$ cat src/rtl/sram_ctrl_pkg.sv
package sram_ctrl_pkg;

  typedef enum logic [2:0] {
    ST_IDLE,
    ST_W_SETUP,
    ST_W_PULSE,
    ST_W_HOLD,
    ST_R_ACCESS,
    ST_R_GAP
  } seq_state_t;

endpackage

$ cat src/rtl/sram_step_timer.sv
// Down counter for the length of one phase: load N-1 on entry, done at zero.
module sram_step_timer #(
  parameter int CNT_W = 2
) (
  input  logic             clk,
  input  logic             rst,
  input  logic             load,
  input  logic [CNT_W-1:0] load_val,
  output logic             done
);

  logic [CNT_W-1:0] cnt;

  always_ff @(posedge clk) begin
    if (rst) begin
      cnt <= '0;
    end else if (load) begin
      cnt <= load_val;
    end else if (cnt != '0) begin
      cnt <= cnt - 1'b1;
    end
  end

  assign done = (cnt == '0);

endmodule

$ cat src/rtl/sram_seq_fsm.sv
// Phase sequencer: owns the control strobes and the ready flag.
module sram_seq_fsm
  import sram_ctrl_pkg::*;
#(
  parameter int SETUP_CYC = 1,
  parameter int WE_CYC    = 2,
  parameter int HOLD_CYC  = 1,
  parameter int RD_CYC    = 3,
  parameter int GAP_CYC   = 1
) (
  input  logic clk,
  input  logic rst,
  input  logic req,
  input  logic req_write,
  output logic ready,
  output logic ce_n,
  output logic oe_n,
  output logic we_n,
  output logic accept,
  output logic strobe_on,
  output logic strobe_off,
  output logic capture,
  output logic release_bus
);

  localparam int M1    = (SETUP_CYC > WE_CYC) ? SETUP_CYC : WE_CYC;
  localparam int M2    = (HOLD_CYC > RD_CYC) ? HOLD_CYC : RD_CYC;
  localparam int M3    = (M1 > M2) ? M1 : M2;
  localparam int MAXC  = (M3 > GAP_CYC) ? M3 : GAP_CYC;
  localparam int CNT_W = (MAXC > 1) ? $clog2(MAXC) : 1;

  seq_state_t       state;
  logic             done;
  logic             load;
  logic [CNT_W-1:0] load_val;

  sram_step_timer #(.CNT_W(CNT_W)) u_timer (
    .clk      (clk),
    .rst      (rst),
    .load     (load),
    .load_val (load_val),
    .done     (done)
  );

  assign accept      = (state == ST_IDLE) && req;
  assign strobe_on   = (state == ST_W_SETUP) && done;
  assign strobe_off  = (state == ST_W_PULSE) && done;
  assign capture     = (state == ST_R_ACCESS) && done;
  assign release_bus = ((state == ST_W_HOLD) && done) || capture;

  always_comb begin
    load     = 1'b0;
    load_val = '0;
    if (accept) begin
      load     = 1'b1;
      load_val = req_write ? CNT_W'(SETUP_CYC - 1) : CNT_W'(RD_CYC - 1);
    end else if (strobe_on) begin
      load     = 1'b1;
      load_val = CNT_W'(WE_CYC - 1);
    end else if (strobe_off) begin
      load     = 1'b1;
      load_val = CNT_W'(HOLD_CYC - 1);
    end else if (capture) begin
      load     = 1'b1;
      load_val = CNT_W'(GAP_CYC - 1);
    end
  end

  always_ff @(posedge clk) begin
    if (rst) begin
      state <= ST_IDLE;
      ready <= 1'b1;
      ce_n  <= 1'b1;
      oe_n  <= 1'b1;
      we_n  <= 1'b1;
    end else begin
      case (state)
        ST_IDLE: if (req) begin
          ce_n  <= 1'b0;
          oe_n  <= req_write;
          ready <= 1'b0;
          state <= req_write ? ST_W_SETUP : ST_R_ACCESS;
        end
        ST_W_SETUP: if (done) begin
          we_n  <= 1'b0;
          state <= ST_W_PULSE;
        end
        ST_W_PULSE: if (done) begin
          we_n  <= 1'b1;
          state <= ST_W_HOLD;
        end
        ST_W_HOLD: if (done) begin
          ce_n  <= 1'b1;
          ready <= 1'b1;
          state <= ST_IDLE;
        end
        ST_R_ACCESS: if (done) begin
          ce_n  <= 1'b1;
          oe_n  <= 1'b1;
          state <= ST_R_GAP;
        end
        ST_R_GAP: if (done) begin
          ready <= 1'b1;
          state <= ST_IDLE;
        end
        default: state <= ST_IDLE;
      endcase
    end
  end

endmodule

$ cat src/rtl/sram_data_lanes.sv
// Address, lane-enable and data registers, with per-lane read capture.
module sram_data_lanes #(
  parameter int ADDR_W = 18,
  parameter int DATA_W = 16,
  parameter int LANES  = DATA_W / 8
) (
  input  logic              clk,
  input  logic              rst,
  input  logic              accept,
  input  logic [ADDR_W-1:0] req_addr,
  input  logic [DATA_W-1:0] req_wdata,
  input  logic [LANES-1:0]  req_mask,
  input  logic              strobe_on,
  input  logic              strobe_off,
  input  logic              capture,
  input  logic              release_bus,
  input  logic [DATA_W-1:0] dq_in,
  output logic [ADDR_W-1:0] mem_addr,
  output logic [LANES-1:0]  ben_n,
  output logic [DATA_W-1:0] dq_out,
  output logic              dq_oe,
  output logic [DATA_W-1:0] rd_data,
  output logic              rd_valid
);

  logic [LANES-1:0]      lane_sel;
  logic [LANES-1:0][7:0] lane_q;

  always_ff @(posedge clk) begin
    if (rst) begin
      mem_addr <= '0;
      ben_n    <= '1;
      dq_out   <= '0;
      dq_oe    <= 1'b0;
      rd_valid <= 1'b0;
      lane_sel <= '0;
    end else begin
      rd_valid <= capture;
      if (accept) begin
        mem_addr <= req_addr;
        ben_n    <= ~req_mask;
        dq_out   <= req_wdata;
        lane_sel <= req_mask;
      end
      if (strobe_on)   dq_oe <= 1'b1;
      if (strobe_off)  dq_oe <= 1'b0;
      if (release_bus) ben_n <= '1;
    end
  end

  for (genvar g = 0; g < LANES; g++) begin : g_lane
    always_ff @(posedge clk) begin
      if (rst) begin
        lane_q[g] <= 8'h00;
      end else if (capture) begin
        lane_q[g] <= lane_sel[g] ? dq_in[g*8 +: 8] : 8'h00;
      end
    end
  end

  assign rd_data = lane_q;

endmodule

$ cat src/rtl/sram_async_ctrl.sv
module sram_async_ctrl #(
  parameter int ADDR_W    = 18,
  parameter int DATA_W    = 16,
  parameter int SETUP_CYC = 1,
  parameter int WE_CYC    = 2,
  parameter int HOLD_CYC  = 1,
  parameter int RD_CYC    = 3,
  parameter int GAP_CYC   = 1
) (
  input  logic              clk,
  input  logic              rst,
  input  logic              req,
  input  logic              req_write,
  input  logic [ADDR_W-1:0] req_addr,
  input  logic [DATA_W-1:0] req_wdata,
  input  logic [1:0]        req_mask,
  output logic              ready,
  output logic [DATA_W-1:0] rd_data,
  output logic              rd_valid,
  output logic [ADDR_W-1:0] mem_addr,
  output logic              mem_ce_n,
  output logic              mem_oe_n,
  output logic              mem_we_n,
  output logic              mem_lb_n,
  output logic              mem_ub_n,
  output logic [DATA_W-1:0] dq_out,
  output logic              dq_oe,
  input  logic [DATA_W-1:0] dq_in
);

  localparam int LANES = DATA_W / 8;

  logic             accept;
  logic             strobe_on;
  logic             strobe_off;
  logic             capture;
  logic             release_bus;
  logic [LANES-1:0] ben_n;

  sram_seq_fsm #(
    .SETUP_CYC (SETUP_CYC),
    .WE_CYC    (WE_CYC),
    .HOLD_CYC  (HOLD_CYC),
    .RD_CYC    (RD_CYC),
    .GAP_CYC   (GAP_CYC)
  ) u_fsm (
    .clk         (clk),
    .rst         (rst),
    .req         (req),
    .req_write   (req_write),
    .ready       (ready),
    .ce_n        (mem_ce_n),
    .oe_n        (mem_oe_n),
    .we_n        (mem_we_n),
    .accept      (accept),
    .strobe_on   (strobe_on),
    .strobe_off  (strobe_off),
    .capture     (capture),
    .release_bus (release_bus)
  );

  sram_data_lanes #(
    .ADDR_W (ADDR_W),
    .DATA_W (DATA_W),
    .LANES  (LANES)
  ) u_lanes (
    .clk         (clk),
    .rst         (rst),
    .accept      (accept),
    .req_addr    (req_addr),
    .req_wdata   (req_wdata),
    .req_mask    (req_mask),
    .strobe_on   (strobe_on),
    .strobe_off  (strobe_off),
    .capture     (capture),
    .release_bus (release_bus),
    .dq_in       (dq_in),
    .mem_addr    (mem_addr),
    .ben_n       (ben_n),
    .dq_out      (dq_out),
    .dq_oe       (dq_oe),
    .rd_data     (rd_data),
    .rd_valid    (rd_valid)
  );

  assign mem_lb_n = ben_n[0];
  assign mem_ub_n = ben_n[LANES-1];

endmodule

$ cat config.mk
export PLATFORM = sky130hd
export DESIGN_NAME = sram_async_ctrl
export DESIGN_NICKNAME = d
export VERILOG_FILES = /design/src/rtl/sram_ctrl_pkg.sv /design/src/rtl/sram_step_timer.sv /design/src/rtl/sram_seq_fsm.sv /design/src/rtl/sram_data_lanes.sv /design/src/rtl/sram_async_ctrl.sv
export SDC_FILE = /design/constraint.sdc
export NUM_CORES = 1
export LEC_CHECK = 0
export CORE_MARGIN = 2
export CORE_UTILIZATION = 30
export CTS_CLUSTER_DIAMETER = 50
export CTS_CLUSTER_SIZE = 8
export DETAILED_ROUTE_END_ITERATION = 10
export DONT_BUFFER_PORTS = 1
export HOLD_SLACK_MARGIN = 0.15
export PLACE_DENSITY_LB_ADDON = 0.1
export RECOVER_POWER = 25
export REMOVE_ABC_BUFFERS = 1
export SLEW_MARGIN = 30
export SYNTH_ARGS = -nofsm -noshare
export SYNTH_HDL_FRONTEND = slang
export SYNTH_SLANG_ARGS = --single-unit
$ cat constraint.sdc
create_clock -name clk -period 3 [get_ports clk]
set_input_delay 0.6 -clock clk [delete_from_list [all_inputs] [get_ports clk]]
set_output_delay 0.6 -clock clk [all_outputs]
set_load 0.1 [all_outputs]
* Word-level counts from Yosys, hierarchy flattened
Cells that the tools add are included. Widths: inputs -> output; s select.
Storage, ports and cells: register bits 65, bits in latches 0, RAM bits 0, memory bits (read-only) 0, input port bits 56, memories kept 0
Cells by class: add/sub/neg operators 1, multipliers 0, divide/modulo/power cells 0, $lt $le $gt $ge 0, equal/unequal tests 11, shifts and indexed selects 0, mux-type cells 26, bitwise gates (word level) 1, reduce and logical (&&, ||, !) cells 23
Operators with widths (number):
- $mux 3 | 6
- $mux 8 | 2
- $pmux 3 s5 | 1
- $reduce_and 3->1 | 4
- $reduce_bool 2->1 | 6
- $ne 2x1->1 const B | 5
- $mux 1 | 9
- $mux 2 | 4
- $pmux 1 s2 | 4
- $reduce_or 2->1 | 4
- $eq 3x2->1 const B | 2
- $eq 3x3->1 const B | 2
- $logic_and 1x1->1 | 5
- $reduce_and 5->1 | 1
- $eq 3x1->1 const B | 1
- $logic_not 3->1 | 1
- $logic_not 2->1 | 1
- $ne 2x2->1 const B | 1
- $not 2->2 | 1
- $sub 2x1->2 const B | 1
- $logic_or 1x1->1 | 1

* Logic depth before layout (Yosys ltp)
Gate-level depths: netlist of the first run.
word-level depth 7, gate-level depth with buffers 7, depth with buffers taken out 6

* By module
Synthesis of the first run repeated with hierarchy kept, for this count alone.
Second synthesis, totals: cell total of the unflattened synthesis 265, area total of the unflattened synthesis 2598.7 sq um
Modules (own cells, without submodules):
- sram_data_lanes | instances 1, cells an instance 202, area each 2067.0 sq um
- sram_seq_fsm | instances 1, cells an instance 51, area each 410.4 sq um
- sram_step_timer | instances 1, cells an instance 12, area each 121.4 sq um

* Least setup slack after synthesis of the first run
Ideal clock, no wire load.
path type register to register, from register u_fsm.u_timer.cnt[0], to register u_fsm.u_timer.cnt[1], data arrival time 1.434 ns, data required time 2.864 ns, slack 1.430 ns, stages on the path, launching flop included 8, buffers on the path 1, period minus slack after synthesis 1.570 ns, cells stage by stage dfxtp_1 > inv_1 > ha_1 > buf_4 > mux2i_1 > o22ai_1 > a2111oi_0 > a211oi_1
Between the ends: longest elaborated chain between the ends 7
RTL lines:
- start, declared | RTL line sram_step_timer.sv:12 | logic [CNT_W-1:0] cnt;
- start signal, assigned | RTL line sram_step_timer.sv:18 | cnt <= load_val;
- start signal, assigned | RTL line sram_step_timer.sv:20 | cnt <= cnt - 1'b1;
- $logic_not 2->1 | RTL line sram_step_timer.sv:24 | assign done = (cnt == '0);
- $logic_and 1x1->1 | RTL line sram_seq_fsm.sv:48 | assign capture = (state == ST_R_ACCESS) && done;
- $mux 1 | RTL line sram_seq_fsm.sv:63 | end else if (capture) begin
- $mux 1 | RTL line sram_seq_fsm.sv:60 | end else if (strobe_off) begin
- $mux 1 | RTL line sram_seq_fsm.sv:57 | end else if (strobe_on) begin
- $mux 1 | RTL line sram_seq_fsm.sv:54 | if (accept) begin
- $mux 2 / $reduce_bool 2->1 (equally long branches)
Several ways; a longest one is shown, not always the timed one. The select of a mux whose other input is x is not followed. A chain may end at the register's enable or synchronous reset.

* Worst setup path after layout of the first run
from register u_fsm.state[2], to register u_lanes.ben_n[1]
Between the ends: longest elaborated chain between the ends 4
RTL lines:
- start, declared | RTL line sram_seq_fsm.sv:32 | seq_state_t state;
- start signal, assigned | RTL line sram_seq_fsm.sv:82 | state <= req_write ? ST_W_SETUP : ST_R_ACCESS;
- $eq 3x2->1 / $eq 3x3->1 (equally long branches) | RTL line sram_seq_fsm.sv:49, sram_seq_fsm.sv:48
- $logic_and 1x1->1 (on tied branches) | RTL line sram_seq_fsm.sv:49, sram_seq_fsm.sv:48
- $logic_or 1x1->1 | RTL line sram_seq_fsm.sv:49 | assign release_bus = ((state == ST_W_HOLD) && done) || capture;
- $reduce_or 2->1 (no source line)
- end signal, assigned | RTL line sram_data_lanes.sv:41 | ben_n <= ~req_mask;
- end, declared | RTL line sram_data_lanes.sv:19 | output logic [LANES-1:0] ben_n,
Several ways; a longest one is shown, not always the timed one.

==> results.md, run 1 <==
* P per Cell Area at 1360 nW/µm²
* Core ar. at 7730 µm²
* Largest net degree at the start of global routing at 48
* Synth Cell Area at 2380 µm²
* Crit-path cells: nor2_2 -> nand3_2 -> buf_4 -> nand2_1 -> o211ai_1
* Vias in the first global route at 1787
* Mean area per synthesized cell at 8.77 µm²
* # setup viols final at 0
* WL per Instance at 15.0 µm
* Antenna Cells at 0
* Detail Route Antenna Nets at 0
* Worst R2R Setup Slack at 1020 ps
* Final hold violation count at 0
* Yosys top cell area share at 54.6%
* RSZ-0062 raised after global routing: no
* Total gr overflow at 0
* Fraction of registers with async set/reset at 0%
* Sum of negative setup slack at 0 ps
* Synth unique cells at 39
* CTS tree: yes
* Die area at 8680 µm²
* Worst-path maximum fanout at 27
* Layout cells sized above 1 at 8.49%
* EDFF count, synth at 0
* H-tree levels at 3
* TritonCTS Buffers at 9
* Max-cap violations at 0
* Final min period at 1980 ps
* Worst Setup Start Kind: flop
* Worst IR drop on VDD at 0.502 mV
* Peak per-stage delay on the critical path at 500 ps
* Leakage at 0.968 nW
* Path type of the worst setup path: flop to flop
* Via count at 1842
* Hold path start: rst
* TritonRoute pass-1 iters at 4
* CTS hold repair buffers at 0
* Worst skew pair latency at 340 ps
* WP data arrival at 2180 ps
* Root Buffer: clkbuf_8
* Final GP Congestion at 0.757
* Hpwl dp at 3.81 mm
* CP delay by family, top: simple AND/OR/NAND/NOR gates
* Pins Over Slew Limit at 0
* Clk sinks at 65
* Least-Margin Pin Slew at 1010 ps
* R2R cell count at 5
* Die H at 93.2 µm
* # IOs at 114
* Fmax at 506 MHz
* Slowest cell on crit path: nand3_2
* End-of-flow core utilization at 34.0%
* Worst Skew at 6.28 ps
* Dominant cells by area after synthesis: dfxtp_1 (55%), nand2_1 (13%), a21oi_1 (8.4%)
* Yosys top cell by area: dfxtp_1
* End of the worst register-to-register path: u_lanes.ben_n[1]
* Hold Path Class: input port to flop
* Status: finished clean
* Yosys warning total at 0
* Initial Util at 30.9%
* Hold_ws at 326 ps
* Critical Path RT at 3200 ps
* FP Rows at 32
* Post-route DRC at 0
* DIE WIDTH at 93.2 µm
* Postcts setup bufs at 0
* Fin nets at 323
* WHS Path Cells at 1
* Clk slew on worst S/H paths at 70 ps
* GRT Util Overall at 13.3%
* Starting DRT DRC Count at 56
* Worst slew margin at 32.6%
* First-pass GRT wire length at 9.04 mm
* Worst Hold Path EP: u_lanes.dq_out[15]
* Synth-to-Final Area Change at 10.3%
* Count leader, synth: nand2_1
* Yosys reg bits at 65
* IO buf count at 0
* Vias per cell at 4.94
* Seq/Total Area, Yosys at 54.6%
* Crit path from: u_fsm.state[2]
* Worst Setup End Kind: flop
* Post-route clock period utilization at 65.9%
* Worst r2r src: u_fsm.state[2]
* Top post-synthesis cells by count: nand2_1 (82), dfxtp_1 (65), a21oi_1 (40)
* WP buf/inv at 1
* Cts repair resizes at 0
* CTS Buffer Depth at 2
* Total wire length at 5.61 mm
* Initial antenna violation count at 0
* Primary FF master, synth: dfxtp_1
* Mapped Cells at 272
[cell usage in the layout, fill, tap and decap left out, types with 2 or more instances in the layout]
master      Yosys  final
clkinvlp_4      0      3
a22o_1         16     16
nand2_1        82     82
nor2_1          6      5
a21oi_1        40     40
and2_1          2      2
or3_1           2      2
o211ai_1        3      3
inv_1           5      5
a211oi_1        2      2
o21ai_0         5      5
nor2_2          1      2
clkbuf_8        0     10
buf_4           2      3
nor3_1          1      2
dfxtp_1        65     65
a2111oi_0       2      2
[flip-flops by register name (all words and copies together), names as in the netlist]
register           cells
u_lanes.lane_sel       2
u_fsm.ready            1
u_fsm.we_n             1
u_lanes.mem_addr      18
u_lanes.rd_valid       1
u_fsm.oe_n             1
u_fsm.u_timer.cnt      2
u_fsm.state            3
u_lanes.rd_data       16
u_lanes.dq_oe          1
u_fsm.ce_n             1
u_lanes.ben_n          2
u_lanes.dq_out        16
[metrics by stage]
| stage | setup slack [ps] | power (mW) | cells | cell area (µm²) |
|---|---|---|---|---|
| floorplan | 956 | 2.64 | 252 | 2280 |
| global placement | 958 | 2.85 | 357 | 2430 |
| detailed placement | 930 | 2.85 | 357 | 2430 |
| CTS | 908 | 3.62 | 373 | 2640 |
| global route | 803 | 3.77 | 373 | 2630 |
| finish | 1020 | 3.57 | 373 | 2630 |
[layer usage]
metal  vias to the layer above  track usage, %  share of wire [%]
li1                        909               -                  -
met1                       831            15.5                 42
met2                        93            19.3                 43
met3                         9            8.86                 14
met4                         0            4.78                1.5
met5                         -               0                  0
[where the power goes]
part	internal, mW	switching (mW)	total, mW
Clock	0.407	0.345	0.753
Sequential	1.03	1.14	2.17
Combinational	0.240	0.409	0.649
Total	1.68	1.89	3.57
[worst register-to-register path, cell delays in order (launching register included)]
cell and delay [ps]:
dfxtp_1 450, nor2_2 300, nand3_2 500, buf_4 420
nand2_1 90, o211ai_1 90
[area by class of cell]
class	instances	area [µm²]
Fill cell	832	5100
Timing Repair Buffer	3	22.5
Sequential cell	65	1300
Clock inverter	6	66.3
Inverter	5	18.8
Multi-Input combinational cell	182	956
Tap cell	102	128
Clock buffer	10	138
[kinds of logic (layout without fill, tap and decap cells)]
group / after synthesis / after routing / share of synthesized area [%]
compound gates: 74 / 74 / 19.6
buf+inv: 25 / 24 / 5.19
xor+xnor: 2 / 2 / 0.735
simple gates: 104 / 104 / 19.0
fa+ha+maj: 1 / 1 / 0.525
mux: 1 / 1 / 0.420
flops: 65 / 65 / 54.6
[worst max-delay path by stage]
stage / to / cells after the start / slack (ps)
2_1_floorplan: u_fsm.ready / 3 / 960
3_3_place_gp: u_lanes.rd_data[4] / 6 / 960
3_5_place_dp: u_lanes.rd_data[13] / 6 / 930
4_1_cts: u_lanes.rd_data[13] / 6 / 910
5_1_grt: u_lanes.rd_data[0] / 6 / 800
6_report: u_lanes.ben_n[1] / 5 / 1020
Note: power is estimated with default switching activity, not from simulation.
==> run 2: changes to the inputs <==
Settings changed: ABC_AREA from default to 1.
Clock period 3 ns to 1.9 ns, I/O delays scaled along.
==> results.md, run 2 <==
* CTS Buffer Depth at 2 (unchanged)
* Mapped Cells at 317 (+17%)
* RSZ-0062 raised after global routing: no
* Hpwl dp at 4.25 mm (+12%)
* Total wire length at 6.42 mm (+14%)
* Worst Setup End Kind: flop
* Crit-path cells: inv_1 -> ha_1 -> nand2_1 -> inv_1 -> nand2_1 -> nand2_1 -> nor2_1 -> nand3_1 -> nand2_1 -> nor2_1
* Pins Over Slew Limit at 0 (unchanged)
* Max reg flops at 18 (unchanged)
* Max-cap violations at 0 (unchanged)
* Initial antenna violation count at 0 (unchanged)
* Worst IR drop on VDD at 0.682 mV (+36%)
* WL per Instance at 13.3 µm (-12%)
* H-tree levels at 3 (unchanged)
* WHS Path Cells at 2 (+1)
* Hold path start: dq_in[10]
* Status: finished clean
* Starting DRT DRC Count at 57 (+1.8%)
* Total gr overflow at 0 (unchanged)
* # setup viols final at 0 (unchanged)
* IO buf count at 0 (unchanged)
* Primary FF master, synth: dfxtp_1
* Hold_ws at 168 ps (-157 ps)
* Clk slew on worst S/H paths at 80 ps (about the same)
* Die H at 94.3 µm (+1.3%)
* Detail Route Antenna Nets at 0 (unchanged)
* Clk sinks at 65 (unchanged)
* Synth-to-Final Area Change at 30.0%
* Via count at 2256 (+22%)
* Worst slew margin at 61.6% (+29 points)
* Post-route insts no fill at 484 (+30%)
* Hold Path Class: input port to flop
* Fin nets at 434 (+34%)
* Die area at 8900 µm² (+2.6%)
* Vias per cell at 4.66 (-5.6%)
* Pwr Total at 6.38 mW (+79%)
* Commonest non-fill, non-tap cell in the layout: nand2_1
* Final min period at 1590 ps (-384 ps)
* Peak per-stage delay on the critical path at 330 ps (-170 ps)
* End-of-flow core utilization at 40.8% (+6.8 points)
* R2R cell count at 10 (+5)
* Slowest cell on crit path: ha_1
* P per Cell Area at 2000 nW/µm² (+48%)
* Most frequent cells in the layout: nand2_1 (110), dfxtp_1 (65), a21oi_1 (43), nand3_1 (40), buf_4 (34)
* Root Buffer: clkbuf_8
* Yosys reg bits at 65 (unchanged)
* Seq/Total Area, Yosys at 53.1% (-1.4 points)
* TritonCTS Buffers at 9 (unchanged)
* TritonRoute pass-1 iters at 4 (unchanged)
* Sum of negative setup slack at 0 ps (unchanged)
* Worst Hold Path EP: u_lanes.rd_data[10]
* Top post-synthesis cells by count: nand2_1 (110), dfxtp_1 (65), a21oi_1 (43)
* Synth Cell Area at 2450 µm² (+2.7%)
* Critical Path RT at 2130 ps (-1070 ps)
* Post-route clock period utilization at 83.9% (+18 points)
* # IOs at 114 (unchanged)
* Largest net degree at the start of global routing at 38 (-21%)
* Yosys top cell area share at 53.1% (-1.4 points)
* Leakage at 1.46 nW (+50%)
* EDFF count, synth at 0 (unchanged)
* Vias in the first global route at 2193 (+23%)
* Final hold violation count at 0 (unchanged)
* Worst r2r src: u_fsm.u_timer.cnt[0]
* Final GP Congestion at 0.871 (+15%)
* Post-route DRC at 0 (unchanged)
* Antenna Cells at 0 (unchanged)
* WP data arrival at 1830 ps (-350 ps)
* Dominant cells by area after synthesis: dfxtp_1 (53%), nand2_1 (17%), a21oi_1 (8.8%)
* Most frequent CP cell: nand2_1
* Fmax at 627 MHz (+24%)
* First-pass GRT wire length at 10.2 mm (+13%)
* Layout cells sized above 1 at 22.3% (+14 points)
* Worst Setup Start Kind: flop
* Worst-path maximum fanout at 11 (-59%)
* Core ar. at 7810 µm² (+1.0%)
* Cts repair resizes at 0 (unchanged)
* Count leader, synth: nand2_1
* Path type of the worst setup path: flop to flop
* DIE WIDTH at 94.3 µm (+1.3%)
* # placed instances at 463 (+30%)
* Worst skew pair latency at 340 ps (about the same)
* Least-Margin Pin Slew at 576 ps (-434 ps)
* Worst Skew at 7.35 ps (+1.07 ps)
* Initial Util at 31.4% (+0.50 points)
* Fraction of registers with async set/reset at 0% (unchanged)
* End of the worst register-to-register path: u_fsm.u_timer.cnt[0]
* Mean area per synthesized cell at 7.72 µm² (-12%)
* Most flops, register: u_lanes.mem_addr
* Yosys warning total at 0 (unchanged)
* GRT Util Overall at 15.0% (+1.7 points)
* Yosys top cell by area: dfxtp_1
* Worst R2R Setup Slack at 310 ps (-720 ps)
* CTS tree: yes
* FP Rows at 32 (unchanged)
* Synth unique cells at 19 (-51%)
==> run 2: worst max-delay path, delay by kind of cell, from the launching register on <==
kind                     cells  cell delay [ps]
AND/OR/NAND/NOR              7              720
adder cells (fa/ha/maj)      1              330
flip-flops                   1              310
buffers and inverters        2              120
==> run 2: what timing repair did <==
item,in CTS,in global routing
hold buffers,5,0
setup endpoints to repair,0,0
buffers inserted,0,0
hold endpoints to repair,39,0
==> run 2: through the flow <==
stage	setup slack, ps	instance area, µm²
final	306	3180
after global routing	110	3180
after CTS	311	3250
after detailed placement	314	2950
after global placement	335	2950
after floorplan	8.49	2340
==> run 2: area by class of cell <==
class | count | area (µm²)
inverter | 13 | 48.8
tap | 102 | 128
sequential | 65 | 1300
clock buffer | 11 | 141
multi-input combinational | 220 | 987
fill | 837 | 4620
clock inverter | 5 | 103
timing repair buffer | 68 | 475
==> run 2: worst max-delay path by stage <==
| stage | depth (start not counted) | startpoint | to |
|---|---|---|---|
| 6_report | 10 | u_fsm.u_timer.cnt[0] | u_fsm.u_timer.cnt[0] |
| 5_1_grt | 11 | u_fsm.u_timer.cnt[0] | u_fsm.u_timer.cnt[0] |
| 4_1_cts | 11 | u_fsm.u_timer.cnt[0] | u_fsm.u_timer.cnt[0] |
| 3_5_place_dp | 11 | u_fsm.u_timer.cnt[0] | u_fsm.u_timer.cnt[0] |
| 3_3_place_gp | 11 | u_fsm.u_timer.cnt[0] | u_fsm.u_timer.cnt[0] |
| 2_1_floorplan | 6 | u_fsm.state[2] | u_lanes.ben_n[0] |
==> run 2: routing by layer <==
metal	global-route usage [%]	vias up	part of all wire (%)
met5	0	-	0
met4	9.06	0	2.7
met3	7.74	13	13
met2	22.3	90	42
met1	17.2	1002	42
li1	-	1151	-
==> run 2: report_power, final <==
part / internal [mW] / switching, mW
sequential: 1.63 / 0.132
clock: 0.906 / 0.538
combinational: 0.633 / 2.54
total: 3.17 / 3.21
==> run 2: kinds of logic after synthesis <==
logic type,share of synthesized area (%)
DFF,53.1
and+or+nand+nor,29.5
adders and majority gates,0.511
AOI/OAI and AO/OA,10.3
buffers and inverters,6.54
==> run 3: changes to the inputs <==
Settings changed: ABC_AREA 1 to 0.
Clock period 1.9 ns to 1.4 ns, I/O delays scaled along.
==> results.md, run 3 (same netlist as run 1, synthesis figures left out) <==
* Via count at 2383 (+5.6%)
* # IOs at 114 (unchanged)
* Path type of the worst setup path: flop to flop
* Vias in the first global route at 2319 (+5.7%)
* Final hold violation count at 0 (unchanged)
* WP data arrival at 1780 ps (-50 ps)
* Wire length on met3 at 602 µm (-27%)
* Post-route clock period utilization at 110% (+26 points)
* WL per Instance at 14.3 µm (+8.0%)
* Max-cap violations at 0 (unchanged)
* Leakage at 1.73 nW (+19%)
* GRT Util Overall at 15.8% (+0.82 points)
* Fin nets at 463 (+6.7%)
* Final min period at 1540 ps (-52.7 ps)
* TritonCTS Buffers at 9 (unchanged)
* Fmax at 649 MHz (+3.4%)
* Die area at 8680 µm² (-2.5%)
* Vias per cell at 4.65 (-0.34%)
* Clk sinks at 65 (unchanged)
* Pins Over Slew Limit at 0 (unchanged)
* Total gr overflow at 0 (unchanged)
* H-tree levels at 3 (unchanged)
* Wire length on met2 at 3.50 mm (+30%)
* Initial antenna violation count at 0 (unchanged)
* Detail Route Antenna Nets at 0 (unchanged)
* Worst skew pair latency at 340 ps (about the same)
* Peak per-stage delay on the critical path at 340 ps (about the same)
* First-pass GRT wire length at 10.7 mm (+4.7%)
* Most flops, register: u_lanes.mem_addr
* Slowest cell on crit path: dfxtp_2
* # placed instances at 431 (-6.9%)
* IO buf count at 0 (unchanged)
* Post-route DRC at 0 (unchanged)
* Worst Setup Start Kind: flop
* Hpwl dp at 4.04 mm (-5.0%)
* Most frequent cells in the layout: nand2_1 (78), dfxtp_1 (61), dlygate4sd3_1 (53), buf_4 (52), a21oi_1 (34)
* Root Buffer: clkbuf_8
* # setup viols final at 16 (+16)
* Initial Util at 30.9% (-0.50 points)
* CTS tree: yes
* Die H at 93.2 µm (-1.3%)
* CP delay by family, top: compound AO/OA/AOI/OAI gates
* Post-place setup slack at -310 ps (-623 ps)
* Commonest non-fill, non-tap cell in the layout: nand2_1
* P per Cell Area at 2360 nW/µm² (+18%)
* Hold Path Class: input port to flop
* Pwr Total at 9.69 mW (+52%)
* Core ar. at 7730 µm² (-1.0%)
* Antenna Cells at 0 (unchanged)
* Failing checks: setup timing
* Critical Path RT at 1640 ps (-490 ps)
* Post-route insts no fill at 513 (+6.0%)
* Synth-to-Final Area Change at 71.9%
* Setup ws final at -141 ps (-447 ps)
* WP buf/inv at 2 (unchanged)
* Worst-path maximum fanout at 5 (-6)
* Status: complete, but fails checks
* Least-Margin Pin Slew at 379 ps (-197 ps)
* CTS Buffer Depth at 2 (unchanged)
* FP Rows at 32 (unchanged)
* Worst slew margin at 74.7% (+13 points)
* Layout cells sized above 1 at 33.6% (+11 points)
* DIE WIDTH at 93.2 µm (-1.3%)
* Largest net degree at the start of global routing at 47 (+24%)
* Max reg flops at 18 (unchanged)
* Total wire length at 7.35 mm (+14%)
* RSZ-0062 raised after global routing: yes
* Crit-path cells: inv_2 -> ha_4 -> buf_6 -> mux2i_4 -> o22ai_2 -> a221o_1 -> a211oi_1
* Highest Signal Layer: met4
* Starting DRT DRC Count at 80 (+40%)
* Worst IR drop on VDD at 1.01 mV (+48%)
* Met1 WL at 3.13 mm (+15%)
* Final GP Congestion at 0.789 (-9.4%)
* Clk slew on worst S/H paths at 80 ps (about the same)
* Worst Skew at 10.4 ps (+3.02 ps)
* Worst Setup End Kind: flop
* Layout filler cell count at 677 (-19%)
* TritonRoute pass-1 iters at 4 (unchanged)
run 3: final cells by class:
cell class	count	area [µm²]	share of cell area, %
inverter	5	18.8	0.458
clock inverter	7	100	2.44
multi-input combinational	182	1090	26.6
sequential	65	1310	31.9
timing repair buffer	143	1330	32.4
clock buffer	9	124	3.02
tap	102	128	3.11
run 3: final timing paths:
check | startpoint | end | depth (start not counted) | slack (ps)
min | req | u_fsm.ready | 2 | 200
max | u_fsm.u_timer.cnt[0] | u_fsm.u_timer.cnt[1] | 7 | -140
min reg2reg | u_lanes.lane_sel[0] | u_lanes.lane_sel[0] | 2 | 460
max reg2reg | u_fsm.u_timer.cnt[0] | u_fsm.u_timer.cnt[1] | 7 | -140
run 3: power by group:
group	total (mW)	internal, mW	leakage, nW	switching (mW)
sequential	2.39	2.23	0.533	0.164
combinational	5.49	1.79	1.08	3.70
clock	1.81	1.02	0.115	0.790
total	9.69	5.04	1.73	4.65
run 3: timing repair:
action	in CTS	in global routing
hold buffers	54	0
gates cloned	0	3
gates resized for setup	15	34
pin swaps	5	13
endpoints found under the hold margin	65	0
endpoints found under the setup margin	22	51
buffers inserted	5	4
run 3: metal layers:
layer | vias to the layer above | GRT usage (%)
met3 | 11 | 6.77
li1 | 1195 | -
met1 | 1080 | 18.0
met5 | - | 0
met2 | 97 | 26.8
met4 | 0 | 5.39
run 3: through the flow:
stage | setup TNS, ps | hold slack, ps | util, % | cell area (µm²)
2_1_floorplan | -24670 | 349 | - | 2280
3_3_place_gp | -7340 | 354 | 39.2 | 3030
3_5_place_dp | -2980 | 354 | 39.2 | 3030
4_1_cts | -160 | 190 | 50.3 | 3890
5_1_grt | -2190 | 205 | 53.0 | 4100
6_report | -545 | 197 | 53.0 | 4100
